$ cat src/rtl/i2c_tgt_pkg.sv
package i2c_tgt_pkg;

  typedef enum logic [2:0] {
    ST_IDLE,
    ST_ADDR,
    ST_PTR,
    ST_WDATA,
    ST_RDATA,
    ST_WAIT
  } tgt_state_t;

  // Upper seven bits of the received address byte hold the target address
  function automatic logic byte_addr_hit(input logic [7:0] rx, input logic [6:0] own);
    return rx[7:1] == own;
  endfunction

endpackage

$ cat src/rtl/i2c_tgt_sync.sv
module i2c_tgt_sync #(
  parameter int STAGES = 2
) (
  input  logic clk,
  input  logic rst_n,
  input  logic scl_i,
  input  logic sda_i,
  output logic scl_s,
  output logic sda_s,
  output logic scl_rise,
  output logic scl_fall,
  output logic start_evt,
  output logic stop_evt
);
  logic [STAGES-1:0] scl_q, sda_q;
  logic scl_d, sda_d;

  always_ff @(posedge clk or negedge rst_n) begin
    if (!rst_n) begin
      scl_q <= '1;
      sda_q <= '1;
      scl_d <= 1'b1;
      sda_d <= 1'b1;
    end else begin
      scl_q <= {scl_q[STAGES-2:0], scl_i};
      sda_q <= {sda_q[STAGES-2:0], sda_i};
      scl_d <= scl_q[STAGES-1];
      sda_d <= sda_q[STAGES-1];
    end
  end

  assign scl_s     = scl_q[STAGES-1];
  assign sda_s     = sda_q[STAGES-1];
  assign scl_rise  = scl_s & ~scl_d;
  assign scl_fall  = ~scl_s & scl_d;
  assign start_evt = scl_s & scl_d & sda_d & ~sda_s;
  assign stop_evt  = scl_s & scl_d & ~sda_d & sda_s;
endmodule

$ cat src/rtl/i2c_tgt_bank.sv
module i2c_tgt_bank #(
  parameter int PTR_W  = 4,
  parameter int DATA_W = 8
) (
  input  logic              clk,
  input  logic              rst_n,
  input  logic              wr_en,
  input  logic [PTR_W-1:0]  wr_idx,
  input  logic [DATA_W-1:0] wr_data,
  input  logic [PTR_W-1:0]  rd_idx,
  output logic [DATA_W-1:0] rd_data
);
  localparam int NREG = 1 << PTR_W;

  logic [DATA_W-1:0] mem [NREG];

  always_ff @(posedge clk or negedge rst_n) begin
    if (!rst_n) begin
      for (int i = 0; i < NREG; i++) mem[i] <= '0;
    end else if (wr_en) begin
      mem[wr_idx] <= wr_data;
    end
  end

  assign rd_data = mem[rd_idx];
endmodule

$ cat src/rtl/i2c_reg_target.sv
module i2c_reg_target
  import i2c_tgt_pkg::*;
#(
  parameter logic [6:0] DEV_ADDR = 7'h2A,
  parameter int         PTR_W    = 4
) (
  input  logic clk,
  input  logic rst_n,
  input  logic scl_i,
  input  logic sda_i,
  output logic sda_oe
);
  localparam int BYTE_W = 8;
  localparam int CNT_W  = 4;
  localparam logic [CNT_W-1:0] CNT_BYTE = CNT_W'(BYTE_W);
  localparam logic [CNT_W-1:0] CNT_ACK  = CNT_W'(BYTE_W + 1);
  localparam logic [PTR_W-1:0] PTR_LAST = '1;

  function automatic logic [PTR_W-1:0] ptr_step(input logic [PTR_W-1:0] p);
    return (p == PTR_LAST) ? '0 : p + PTR_W'(1);
  endfunction

  logic scl_s, sda_s, scl_rise, scl_fall, start_evt, stop_evt;
  tgt_state_t state;
  logic [CNT_W-1:0]  cnt;
  logic [BYTE_W-1:0] shreg, txsh, rd_data;
  logic [PTR_W-1:0]  ptr;
  logic rw, ack_drv, tx_drv, mack;
  logic byte_done, ack_done, wr_en;

  i2c_tgt_sync #(.STAGES(2)) u_sync (
    .clk(clk), .rst_n(rst_n), .scl_i(scl_i), .sda_i(sda_i),
    .scl_s(scl_s), .sda_s(sda_s), .scl_rise(scl_rise), .scl_fall(scl_fall),
    .start_evt(start_evt), .stop_evt(stop_evt)
  );

  assign byte_done = scl_fall && (cnt == CNT_BYTE);
  assign ack_done  = scl_fall && (cnt == CNT_ACK);
  assign wr_en     = (state == ST_WDATA) && byte_done && !start_evt && !stop_evt;

  i2c_tgt_bank #(.PTR_W(PTR_W), .DATA_W(BYTE_W)) u_bank (
    .clk(clk), .rst_n(rst_n), .wr_en(wr_en), .wr_idx(ptr), .wr_data(shreg),
    .rd_idx(ptr), .rd_data(rd_data)
  );

  always_ff @(posedge clk or negedge rst_n) begin
    if (!rst_n) begin
      state   <= ST_IDLE;
      cnt     <= '0;
      shreg   <= '0;
      txsh    <= '0;
      ptr     <= '0;
      rw      <= 1'b0;
      ack_drv <= 1'b0;
      tx_drv  <= 1'b0;
      mack    <= 1'b0;
    end else if (start_evt || stop_evt) begin
      state   <= start_evt ? ST_ADDR : ST_IDLE;
      cnt     <= '0;
      ack_drv <= 1'b0;
      tx_drv  <= 1'b0;
    end else begin
      unique case (state)
        ST_ADDR, ST_PTR, ST_WDATA: begin
          if (scl_rise) begin
            if (cnt < CNT_BYTE) shreg <= {shreg[BYTE_W-2:0], sda_s};
            cnt <= cnt + CNT_W'(1);
          end else if (byte_done) begin
            if (state == ST_ADDR) begin
              if (byte_addr_hit(shreg, DEV_ADDR)) begin
                ack_drv <= 1'b1;
                rw      <= shreg[0];
              end else begin
                state <= ST_WAIT;
              end
            end else begin
              ack_drv <= 1'b1;
              ptr     <= (state == ST_PTR) ? shreg[PTR_W-1:0] : ptr_step(ptr);
            end
          end else if (ack_done) begin
            ack_drv <= 1'b0;
            cnt     <= '0;
            if (state == ST_ADDR) begin
              if (rw) begin
                state  <= ST_RDATA;
                txsh   <= rd_data;
                tx_drv <= ~rd_data[BYTE_W-1];
              end else begin
                state <= ST_PTR;
              end
            end else begin
              state <= ST_WDATA;
            end
          end
        end
        ST_RDATA: begin
          if (scl_rise) begin
            if (cnt == CNT_BYTE) mack <= ~sda_s;
            cnt <= cnt + CNT_W'(1);
          end else if (scl_fall) begin
            if (cnt != '0 && cnt < CNT_BYTE) begin
              txsh   <= {txsh[BYTE_W-2:0], 1'b0};
              tx_drv <= ~txsh[BYTE_W-2];
            end else if (cnt == CNT_BYTE) begin
              tx_drv <= 1'b0;
              ptr    <= ptr_step(ptr);
            end else if (cnt == CNT_ACK) begin
              cnt <= '0;
              if (mack) begin
                txsh   <= rd_data;
                tx_drv <= ~rd_data[BYTE_W-1];
              end else begin
                state <= ST_WAIT;
              end
            end
          end
        end
        default: ;
      endcase
    end
  end

  assign sda_oe = ack_drv | tx_drv;
endmodule

$ cat config.mk
export PLATFORM = sky130hd
export DESIGN_NAME = i2c_reg_target
export DESIGN_NICKNAME = d
export VERILOG_FILES = /design/src/rtl/i2c_tgt_pkg.sv /design/src/rtl/i2c_tgt_sync.sv /design/src/rtl/i2c_tgt_bank.sv /design/src/rtl/i2c_reg_target.sv
export SDC_FILE = /design/constraint.sdc
export NUM_CORES = 1
export LEC_CHECK = 0
export BUFFER_PORTS_ARGS = -buffer_cell sky130_fd_sc_hd__buf_2
export CAP_MARGIN = 20
export CORE_MARGIN = 2
export CORE_UTILIZATION = 60
export DETAILED_ROUTE_END_ITERATION = 12
export PLACE_DENSITY = 0.76
export SLEW_MARGIN = 20
export SYNTH_ARGS = -nofsm -noshare
export SYNTH_HDL_FRONTEND = slang
export SYNTH_SLANG_ARGS = --single-unit
$ cat constraint.sdc
create_clock -name clk -period 2.44 [get_ports clk]
set_input_delay 0.488 -clock clk [delete_from_list [all_inputs] [get_ports clk]]
set_output_delay 0.488 -clock clk [all_outputs]
set_load 0.01 [all_outputs]
==> results of run 1 <==
==> final timing paths <==
kind,from,end,cells after the start
setup / recovery,u_sync.scl_d$_DFF_PN1_,u_bank.mem[42]$_DFFE_PN0P_,6
hold / removal,rst_n,state[1]$_DFFE_PN0P_,1
setup reg to reg,u_sync.scl_d$_DFF_PN1_,u_bank.mem[42]$_DFFE_PN0P_,6
hold reg to reg,u_sync.sda_q[0]$_DFF_PN1_,u_sync.sda_q[1]$_DFF_PN1_,0
max in group asynchronous,rst_n,u_bank.mem[117]$_DFFE_PN0P_,2
min in group clk,sda_i,u_sync.sda_q[0]$_DFF_PN1_,1
==> power groups by stage <==
stage               Clock (mW)  Sequential (mW)  Combinational, mW
global placement             0             2.99              0.772
floorplan                    0             2.90              0.548
global route              2.71             2.97              0.884
CTS                       2.58             2.96              0.795
finish                    2.53             2.96              0.806
detailed placement           0             3.01              0.794
==> logic make-up (layout without fill, tap and decap cells) <==
| kind of cell | Yosys count | in the layout | share of synthesized area [%] |
|---|---|---|---|
| buffers and inverters | 52 | 71 | 3.30 |
| adders and majority gates | 10 | 10 | 1.54 |
| AOI/OAI and AO/OA | 79 | 79 | 6.88 |
| xor gates and xnor gates | 1 | 1 | 0.108 |
| muxes | 187 | 187 | 28.3 |
| DFF | 164 | 164 | 50.5 |
| and+or+nand+nor | 110 | 110 | 9.43 |
==> cell usage after synthesis, types with 3 or more instances <==
cell type / number / area share [%]
nand2b_1: 3 / 0.23
nand3b_1: 5 / 0.46
nand3_4: 10 / 2.2
dfrtp_1: 158 / 49
buf_2: 8 / 0.49
a211oi_1: 4 / 0.37
nor3b_1: 3 / 0.28
mux4_2: 18 / 5.0
o22ai_1: 7 / 0.54
a31oi_1: 8 / 0.61
clkbuf_1: 22 / 1.0
nand2_1: 26 / 1.2
ha_1: 10 / 1.5
nor2_1: 16 / 0.74
o21ai_0: 11 / 0.68
and2_1: 3 / 0.23
buf_6: 5 / 0.69
o31ai_1: 8 / 0.74
mux2_4: 8 / 1.5
dfstp_2: 6 / 1.9
nand3_1: 8 / 0.49
a22oi_1: 3 / 0.28
a21oi_1: 11 / 0.68
inv_1: 10 / 0.46
or3_1: 5 / 0.38
mux2_2: 133 / 18
nand3_2: 6 / 0.74
nor2b_1: 7 / 0.54
a2bb2oi_1: 6 / 0.65
mux2i_1: 28 / 3.4
a211o_1: 6 / 0.65
==> cell type report <==
type,instances,share of cell area (%)
well taps,176,2.45
clock buffers,20,5.08
clock inverters,12,1.17
flip-flops and latches,164,45.8
inverters,10,0.418
repair buffers,29,3.08
multi-input cells,387,42.0
==> stage by stage <==
step,util (%),power (mW)
after floorplan,-,3.45
after global placement,63.5,3.76
after detailed placement,63.5,3.80
after CTS,67.8,6.34
after global routing,67.9,6.57
final,67.9,6.30
==> flip-flops by register name, summed over array words and instances, names as in the netlist, 2 cells and up <==
signal	flops
cnt	4
ptr	4
shreg	8
state	3
txsh	7
u_bank.mem	128
u_sync.scl_q	2
u_sync.sda_q	2
==> cells in the final DEF, fill, tap and decap left out, types with 4 or more instances in the layout <==
cell type,synthesis,final
a31oi_1,8,8
inv_1,10,10
or3_1,5,5
clkbuf_16,0,17
nand3_1,8,8
mux2_4,8,8
o31ai_1,8,8
o22ai_1,7,7
a211oi_1,4,4
o21ai_0,11,11
mux4_2,18,18
nand2_1,26,26
nand3b_1,5,5
a21oi_1,11,11
a211o_1,6,6
buf_4,2,20
a2bb2oi_1,6,6
mux2i_1,28,28
mux2_2,133,133
ha_1,10,9
nor2_1,16,16
dfstp_2,6,6
buf_12,1,5
nand3_4,10,10
nand3_2,6,6
dfrtp_1,158,157
nor2b_1,7,7
clkinv_2,0,5
==> routing by layer <==
layer / track usage, % / vias up / routed length, um
met4: 11.0 / 0 / 497
met1: 35.3 / 2649 / 7350
met3: 5.99 / 37 / 969
met2: 43.0 / 158 / 8830
met5: 0 / - / 0
li1: - / 2253 / -
==> results.md, run 1 <==
- Layout Area Growth over Synthesis: 10.3%
- Flop pwr share: between 40% and 50%
- First-pass GRT wire length: 28800 um
- Worst slew pin tran: ~0.84 ns
- Port bufs: 4
- Total CTS buffers: 17
- Hold Buf Count CTS: 0
- Power Internal: 4.52 mW
- RSZ-0062 raised after global routing: false
- ANT cells: 0
- Total GRT Usage: between 20% and 30%
- Layout cells sized above 1: 40.5%
- Initial core utilization: 61.5%
- WP buf/inv: 1
- Worst VDD drop: roughly 500 uV
- Distinct cells, synth: 61
- Final Critical Period: 2.30 ns
- Reg-to-reg setup timing slack: ~0.14 ns
- Yosys warns: 0
- Final Hold Viols: 0
- CP Data Arrival Time: 2.61 ns
- Die H: roughly 120 um
- DR vias: slightly above 5000
- Mean Syn Cell Area: 13.5 um2
- TritonRoute pass-1 iters: 5
- Total congestion overflow: 0
- Yosys reg bits: 164
- Final period utilization: 94.2%
- Clock transition at the registers of the reported paths: 0.07 ns
- Max cap viols: 0
- Number of global-route vias before repair: 5242
- TritonCTS clock tree: built
- Non-filler instance count after layout: 798
- WL/cell: 22.1 um
- Slowest cell on crit path: dfstp_2
- Core Rows: 42
- Detail Placement HPWL: ~12000 um
- Setup bufs post-CTS: 0
- Worst Path Max Fanout: 16
- Final nets: between 600 and 700
- Die Area: 0.0145 mm2
- Pwr per Cell Area: 702 mW/mm2
- # IOs: 5
- Setup TNS: 0 ns
- Switching share of power: ~28%
- Residual DRC count: 0
- Slew Viols, Final: 0
- CP startpoint kind: register
- Fillers: 967
- Worst Setup End Kind: register
- EDFF count, synth: 0
- Peak Freq: 435 MHz
- Syn_nets: 617
- Setup ws final: 0.141 ns
- DR iter-0 viols: 341
- Area occupied by multi-input gates: between 0.003 and 0.004 mm2
- FF+latch area: 0.00411 mm2
- CP delay by family, top: simple AND/OR/NAND/NOR gates
- Max stage delay on crit path: 0.55 ns
- Clk_skew: roughly 0.0096 ns
- Primary FF master, synth: dfrtp_1
- Comb power frac: 12.8%
- Post-DRT Antenna Nets: 0
- Cells after DPL: 766
- Clk pwr share: 40.2%
- Core area: 0.0132 mm2
- Drt total wl: 17600 um
- Final Wtd Congestion: 0.917
- Final hold slack: roughly 0.012 ns
- Vias per cell: 6.39
- TritonCTS Sinks: between 150 and 200
- Crit-path cells: ha_1, nand4b_4, nor3_4, buf_12, nand3_2, mux2_2
- Synth Instances: 603
- Worst slew margin: 43.7%
- Pre-CTS setup slack: slightly above 0.07 ns
- Initial antenna violation count: 0
- Worst EP required: 2.75 ns
- Status: completed
- Post-synth ARST share: 100%
- P_sw: 1.78 mW
- Hold crit path type: in -> async
- Pleak: 4.16 nW
- Final-report setup violation count: 0
- WS Path Type: reg -> reg
- CTS H-Tree Depth: 4
- Synthesized area: 0.00815 mm2
- Fin area: around 0.0090 mm2
- Largest net degree at the start of global routing: 57
- Clock Path Buffers: 2
- Placed inst area: 0.00841 mm2
- Post-synthesis sequential area ratio: between 50 and 60%
- CTS resizes: 0
- Worst-skew pair later-pin latency: 0.43 ns
- CTS root buffer: clkbuf_16
- Die X: 121 um
(Power assumes the default switching activity.)
==> inputs of run 2 (changes only) <==
--- a/config.mk
+++ b/config.mk
@@ -10,7 +10,7 @@
 export CORE_MARGIN = 2
 export CORE_UTILIZATION = 60
 export DETAILED_ROUTE_END_ITERATION = 12
-export PLACE_DENSITY = 0.76
+export PLACE_DENSITY_LB_ADDON = 0.12
 export SLEW_MARGIN = 20
 export SYNTH_ARGS = -nofsm -noshare
 export SYNTH_HDL_FRONTEND = slang
==> results.md, run 2 (synthesis results as in run 1) <==
- Metal3 WL: 730 um (was 969 um)
- Final hold slack: 0.0260 ns (was 0.0118 ns)
- Worst Setup End Kind: register (unchanged)
- Met2 wire len: 9080 um (was 8830 um)
- Initial antenna violation count: 0 (unchanged)
- Final Wtd Congestion: 0.972 (was 0.917)
- Setup crit start: cnt[0]$_DFFE_PN0P_ (was u_sync.scl_d$_DFF_PN1_)
- Fin area: 0.00902 mm2 (was 0.00899 mm2)
- Max reg flops: 128 (unchanged)
- Core area: 0.0132 mm2 (unchanged)
- Number of global-route vias before repair: 5290 (was 5242)
- CP Data Arrival Time: 2.65 ns (was 2.61 ns)
- Slew Viols, Final: 0 (unchanged)
- Worst slew margin: 47.4% (was 43.7%)
- Worst R2R Start: cnt[0]$_DFFE_PN0P_ (was u_sync.scl_d$_DFF_PN1_)
- Worst slew pin tran: 0.789 ns (was 0.844 ns)
- Max layer used: met4 (unchanged)
- Worst-skew pair later-pin latency: 0.43 ns (about the same)
- Die X: 121 um (unchanged)
- Worst Path Max Fanout: 16 (unchanged)
- Top Registers: u_bank.mem x128, shreg x8, txsh x7 (unchanged)
- Placed inst area: 0.00842 mm2 (was 0.00841 mm2)
- Most common cell after layout, fill and taps aside: dfrtp_1 (unchanged)
- # IOs: 5 (unchanged)
- Worst EP required: 2.75 ns (about the same)
- Clock transition at the registers of the reported paths: 0.07 ns (about the same)
- Final period utilization: 95.8% (was 94.2%)
- Met1 wire length: 8210 um (was 7350 um)
- Setup ws final: 0.104 ns (was 0.141 ns)
- Die Area: 0.0145 mm2 (unchanged)
- Most flop-heavy register: u_bank.mem (unchanged)
- Vias per cell: 6.35 (was 6.39)
- WS Path Type: reg -> reg (unchanged)
- Status: completed (unchanged)
- TritonRoute pass-1 iters: 5 (unchanged)
- Pleak: 4.19 nW (was 4.16 nW)
- First-pass GRT wire length: 29900 um (was 28800 um)
- CTS root buffer: clkbuf_16 (unchanged)
- Final-report setup violation count: 0 (unchanged)
- TritonCTS Sinks: 164 (unchanged)
- Reg-to-reg setup timing slack: 0.10 ns (was 0.14 ns)
- Pwr per Cell Area: 718 mW/mm2 (was 702 mW/mm2)
- CTS H-Tree Depth: 4 (unchanged)
- Total congestion overflow: 0 (unchanged)
- WL/cell: 23.0 um (was 22.1 um)
- TritonCTS clock tree: built (unchanged)
- Largest net degree at the start of global routing: 61 (was 57)
- Drt total wl: 18400 um (was 17600 um)
- Clock Path Buffers: 2 (unchanged)
- Detail Placement HPWL: 12100 um (was 11700 um)
- DR vias: 5083 (was 5097)
- Core Rows: 42 (unchanged)
- Final Critical Period: 2.34 ns (was 2.30 ns)
- DR iter-0 viols: 432 (was 341)
- ANT cells: 0 (unchanged)
- Layout Area Growth over Synthesis: 10.8% (was 10.3%)
- Initial core utilization: 61.5% (unchanged)
- Hold crit path type: in -> async (unchanged)
- RSZ-0062 raised after global routing: true (was false)
- Worst VDD drop: 476 uV (was 502 uV)
- Residual DRC count: 0 (unchanged)
- Peak Freq: 428 MHz (was 435 MHz)
- Die H: 121 um (unchanged)
- Setup bufs post-CTS: 0 (unchanged)
- Port bufs: 4 (unchanged)
- Layout cells sized above 1: 41.0% (was 40.5%)
- Total CTS buffers: 17 (unchanged)
- Commonest cells after routing, fill and taps aside: dfrtp_1 (157), mux2_2 (133), mux2i_1 (28), nand2_1 (26), buf_4 (24) (was dfrtp_1 (157), mux2_2 (133), mux2i_1 (28), nand2_1 (26), buf_4 (20))
- Final Hold Viols: 0 (unchanged)
- Max cap viols: 0 (unchanged)
- Clk_skew: 0.00726 ns (was 0.00963 ns)
- Total GRT Usage: 27.6% (was 26.7%)
- CP startpoint kind: register (unchanged)
- Pre-CTS setup slack: 0.115 ns (was 0.0710 ns)
- Final nets: 626 (was 623)
- Post-DRT Antenna Nets: 0 (unchanged)
[run 2: cell type report]
class,count,area [um2]
clock buffers,17,425
inverters,10,37.5
clock inverters,15,170
repair buffers,32,287
fillers,980,4220
flip-flops and latches,164,4110
multi-input cells,387,3770
well taps,176,220
[run 2: final timing paths]
path / endpoint / cells past startpoint
min in group clk: u_sync.scl_q[0]$_DFF_PN1_ / 1
worst min-delay path: cnt[2]$_DFFE_PN0P_ / 1
worst max-delay path: u_bank.mem[50]$_DFFE_PN0P_ / 7
worst min register to register: u_sync.scl_q[1]$_DFF_PN1_ / 0
worst max register to register: u_bank.mem[50]$_DFFE_PN0P_ / 7
max in group asynchronous: rw$_DFFE_PN0P_ / 2
[run 2: metal layers]
metal	global-route usage, %	vias to the layer above
met1	38.2	2669
met3	5.47	36
met4	8.07	0
met5	0	-
met2	44.7	125
li1	-	2253
[run 2: critical path: stages (launching register included)]
cell and delay [ns]:
dfrtp_1 0.43, inv_1 0.08, ha_1 0.29, nand4b_2 0.28, nor3_4 0.27, buf_12 0.22, nand3_2 0.27, mux2_2 0.36
[run 2: report_power, final]
part	leakage, nW	total [mW]	switching, mW	internal (mW)
sequential	2.26	2.95	0.143	2.81
combinational	1.64	0.817	0.567	0.250
clock	0.292	2.71	1.17	1.54
[run 2: what timing repair did]
action | 4_1_cts | 5_1_grt
gates resized for setup | 0 | 1
setup endpoints to repair | 0 | 60
hold buffers | 0 | 0
[run 2: stage by stage]
step | power [mW] | util, % | TNS (ns) | std cells
after global placement | 3.78 | 63.6 | 0 | 769
after floorplan | 3.45 | - | 0 | 603
after detailed placement | 3.82 | 63.6 | 0 | 769
after CTS | 6.53 | 68.1 | 0 | 801
final | 6.48 | 68.2 | 0 | 801
after global routing | 6.74 | 68.2 | -2.31 | 801
==> inputs of run 3 (changes only) <==
--- a/config.mk
+++ b/config.mk
@@ -7,11 +7,14 @@
 export LEC_CHECK = 0
 export BUFFER_PORTS_ARGS = -buffer_cell sky130_fd_sc_hd__buf_2
 export CAP_MARGIN = 20
+export CELL_PAD_IN_SITES_DETAIL_PLACEMENT = 1
+export CELL_PAD_IN_SITES_GLOBAL_PLACEMENT = 2
 export CORE_MARGIN = 2
-export CORE_UTILIZATION = 60
+export CORE_UTILIZATION = 47
 export DETAILED_ROUTE_END_ITERATION = 12
 export PLACE_DENSITY_LB_ADDON = 0.12
 export SLEW_MARGIN = 20
 export SYNTH_ARGS = -nofsm -noshare
 export SYNTH_HDL_FRONTEND = slang
+export SYNTH_HIERARCHICAL = 1
 export SYNTH_SLANG_ARGS = --single-unit
==> results.md, run 3 <==
- # IOs: 5 (unchanged)
- Non-filler instance count after layout: 832 (was 801)
- Final Critical Period: 2.46 ns (was 2.34 ns)
- DR iter-0 viols: 174 (was 432)
- WS Path Type: reg -> reg (unchanged)
- Setup TNS: -0.0266 ns (was 0 ns)
- Worst R2R Start: u_sync/sda_q[1]$_DFF_PN1_ (was cnt[0]$_DFFE_PN0P_)
- Core area: 0.0166 mm2 (was 0.0132 mm2)
- Commonest cells after routing, fill and taps aside: dfrtp_1 (156), mux2_2 (124), buf_4 (37), mux4_2 (32), mux2_4 (27) (was dfrtp_1 (157), mux2_2 (133), mux2i_1 (28), nand2_1 (26), buf_4 (24))
- Detail Placement HPWL: 13000 um (was 12100 um)
- Final nets: 608 (was 626)
- Initial antenna violation count: 0 (unchanged)
- Final Wtd Congestion: 0.784 (was 0.972)
- Reg-to-reg setup timing slack: -0.02 ns (was 0.10 ns)
- Post-synth top area share: 49.6% (was 48.5%)
- Syn_nets: 563 (was 617)
- Synth cell count leaders: dfrtp_1 (158), mux2_2 (143), mux4_2 (32) (was dfrtp_1 (158), mux2_2 (133), mux2i_1 (28))
- Core Rows: 47 (was 42)
- CP Data Arrival Time: 2.76 ns (was 2.65 ns)
- Power Internal: 5.22 mW (was 4.60 mW)
- Total congestion overflow: 0 (unchanged)
- Final-report setup violation count: 3 (was 0)
- Worst Path Max Fanout: 8 (was 16)
- Clock transition at the registers of the reported paths: 0.06 ns (was 0.07 ns)
- Setup ws final: -0.0165 ns (was 0.104 ns)
- Total power: 7.67 mW (was 6.48 mW)
- Final period utilization: 101% (was 95.8%)
- Fillers: 1605 (was 980)
- Primary FF master, synth: dfrtp_1 (unchanged)
- Worst-skew pair later-pin latency: 0.42 ns (was 0.43 ns)
- Status: finished with violations (was completed)
- TritonCTS Sinks: 164 (unchanged)
- Most common cell after layout, fill and taps aside: dfrtp_1 (unchanged)
- Layout cells sized above 1: 51.6% (was 41.0%)
- Peak Freq: 407 MHz (was 428 MHz)
- R2r endpoint: u_bank/mem[121]$_DFFE_PN0P_ (was u_bank.mem[50]$_DFFE_PN0P_)
- TritonCTS clock tree: built (unchanged)
- Final hold slack: 0.0110 ns (was 0.0260 ns)
- First-pass GRT wire length: 31100 um (was 29900 um)
- Post-DRT Antenna Nets: 0 (unchanged)
- Most flop-heavy register: u_bank/mem (was u_bank.mem)
- RSZ-0062 raised after global routing: true (unchanged)
- P_sw: 2.45 mW (was 1.88 mW)
- Mean Syn Cell Area: 14.4 um2 (was 13.5 um2)
- CTS root buffer: clkbuf_16 (unchanged)
- Post-synth ARST share: 100% (unchanged)
- Die X: 134 um (was 121 um)
- Residual DRC count: 0 (unchanged)
- Drt total wl: 19200 um (was 18400 um)
- Cells after DPL: 797 (was 769)
- Worst VDD drop: 484 uV (was 476 uV)
- Synth top area cells: dfrtp_1 (50%), mux2_2 (20%), mux4_2 (9.0%) (was dfrtp_1 (49%), mux2_2 (18%), mux4_2 (5.0%))
- CTS H-Tree Depth: 4 (unchanged)
- Worst r2r path cells: 7 (unchanged)
- DR vias: 4818 (was 5083)
- Clk_skew: 0.0115 ns (was 0.00726 ns)
- Die H: 134 um (was 121 um)
- Yosys reg bits: 164 (unchanged)
- Post-synthesis sequential area ratio: 51.6% (was 50.5%)
- Max cap viols: 0 (unchanged)
- Flop pwr share: 39.7% (was 45.5%)
- Final Hold Viols: 0 (unchanged)
- Worst EP required: 2.74 ns (was 2.75 ns)
- Max reg flops: 128 (unchanged)
- Largest net degree at the start of global routing: 60 (was 61)
- Comb power frac: 25.9% (was 12.6%)
- Layout Area Growth over Synthesis: 18.8% (was 10.8%)
- Biggest area consumer among synthesized cells: dfrtp_1 (unchanged)
- Worst Setup End Kind: register (unchanged)
- WL/cell: 23.1 um (was 23.0 um)
- Synthesized area: 0.00797 mm2 (was 0.00815 mm2)
- Die Area: 0.0180 mm2 (was 0.0145 mm2)
- Vias per cell: 5.79 (was 6.35)
- Worst slew pin tran: 0.781 ns (was 0.789 ns)
- Total CTS buffers: 17 (unchanged)
- Total GRT Usage: 23.0% (was 27.6%)
- Slew Viols, Final: 0 (unchanged)
- Distinct cells, synth: 62 (was 61)
- CP startpoint kind: register (unchanged)
- Initial core utilization: 48.1% (was 61.5%)
- Number of global-route vias before repair: 5358 (was 5290)
- ANT cells: 0 (unchanged)
- Yosys warns: 6 (was 0)
- Clock Path Buffers: 2 (unchanged)
- EDFF count, synth: 0 (unchanged)
- Hold crit path type: in -> async (unchanged)
- Pwr per Cell Area: 810 mW/mm2 (was 718 mW/mm2)
- Clk pwr share: 34.4% (was 41.8%)
- Violated checks: negative setup slack
- Pleak: 4.39 nW (was 4.19 nW)
- Switching share of power: 31.9% (was 29.1%)
- Synth Instances: 555 (was 603)
- TritonRoute pass-1 iters: 4 (was 5)
- Top Registers: u_bank/mem x128, shreg x8, txsh x7 (was u_bank.mem x128, shreg x8, txsh x7)
- Port bufs: 4 (unchanged)
- Count leader, synth: dfrtp_1 (unchanged)
- Worst slew margin: 48.0% (was 47.4%)
[run 3: cell count changes after synthesis, sizes merged, moves of 7 or more]
cell,delta
mux2i,-22
o31ai,-7
clkbuf,-8
o21ai,-7
mux4,+14
a22oi,+13
mux2,+10
nand3,-17
[run 3: cells by family (layout without fill, tap and decap cells)]
group | count (synthesis) | count (layout) | share of synthesized area [%]
xor gates and xnor gates | 2 | 2 | 0.220
adders and majority gates | 4 | 4 | 0.628
and+or+nand+nor | 103 | 103 | 8.79
buffers and inverters | 41 | 98 | 2.47
DFF | 164 | 164 | 51.6
AOI/OAI and AO/OA | 52 | 52 | 4.79
muxes | 189 | 189 | 31.5
[run 3: metal layers]
metal  track usage (%)  routed length (um)  up-vias  part of all wire, %
met1              32.0                8880     2597                   46
met2              37.8                9610       49                   50
li1                  -                   -     2155                    -
met4              6.08                 240        0                  1.2
met3              3.93                 493       17                  2.6
met5                 0                   0        -                    0
[run 3: cell type report]
class / count / area (um2) / area share, %
Tap cell: 220 / 275 / 2.91
Clock inverter: 8 / 103 / 1.08
Clock buffer: 23 / 478 / 5.05
Timing Repair Buffer: 60 / 658 / 6.95
Inverter: 7 / 26.3 / 0.278
Sequential cell: 164 / 4110 / 43.5
Multi-Input combinational cell: 350 / 3810 / 40.3
[run 3: power by group through the flow]
stage | sequential [mW] | clock [mW] | combinational [mW]
after floorplan | 3.06 | 0 | 1.22
after global placement | 3.07 | 0 | 1.91
after detailed placement | 3.09 | 0 | 1.97
after CTS | 3.04 | 2.70 | 1.97
after global routing | 3.06 | 2.81 | 2.17
final | 3.04 | 2.64 | 1.99
[run 3: per-stage QoR]
| step | util, % | setup WS [ns] | instance area [um2] |
|---|---|---|---|
| 4_1_cts | 56.3 | -0.0296 | 9330 |
| 2_1_floorplan | - | -0.0803 | 8030 |
| 3_5_place_dp | 52.7 | -0.0166 | 8740 |
| 3_3_place_gp | 52.7 | 0.0360 | 8740 |
| 6_report | 57.1 | -0.0165 | 9460 |
| 5_1_grt | 57.1 | -0.0947 | 9460 |
[run 3: worst max-delay path by stage]
stage,cells past startpoint,slack (ns),end,startpoint
after global routing,7,-0.09,u_bank/mem[121]$_DFFE_PN0P_,u_sync/sda_q[1]$_DFF_PN1_
after global placement,7,0.04,u_bank/mem[121]$_DFFE_PN0P_,u_sync/sda_q[1]$_DFF_PN1_
final,7,-0.02,u_bank/mem[121]$_DFFE_PN0P_,u_sync/sda_q[1]$_DFF_PN1_
after detailed placement,7,-0.02,u_bank/mem[126]$_DFFE_PN0P_,u_sync/sda_q[1]$_DFF_PN1_
after CTS,7,-0.03,u_bank/mem[121]$_DFFE_PN0P_,u_sync/sda_d$_DFF_PN1_
after floorplan,9,-0.08,u_bank/mem[120]$_DFFE_PN0P_,u_sync/sda_q[1]$_DFF_PN1_
[run 3: critical path, cell delays in order, from the launching register on]
cell and delay [ns]:
dfstp_2 0.53, and4b_1 0.21, or2_4 0.25, nor2_4 0.11, and3_4 0.26, nand2b_4 0.08
or4_4 0.54, mux2_4 0.35
[run 3: what timing repair did]
item	CTS	global route
setup buffers	1	3
hold buffers	0	0
hold endpoints to repair	0	0
pin swaps	0	7
gates resized for setup	0	28
endpoints found under the setup margin	15	101
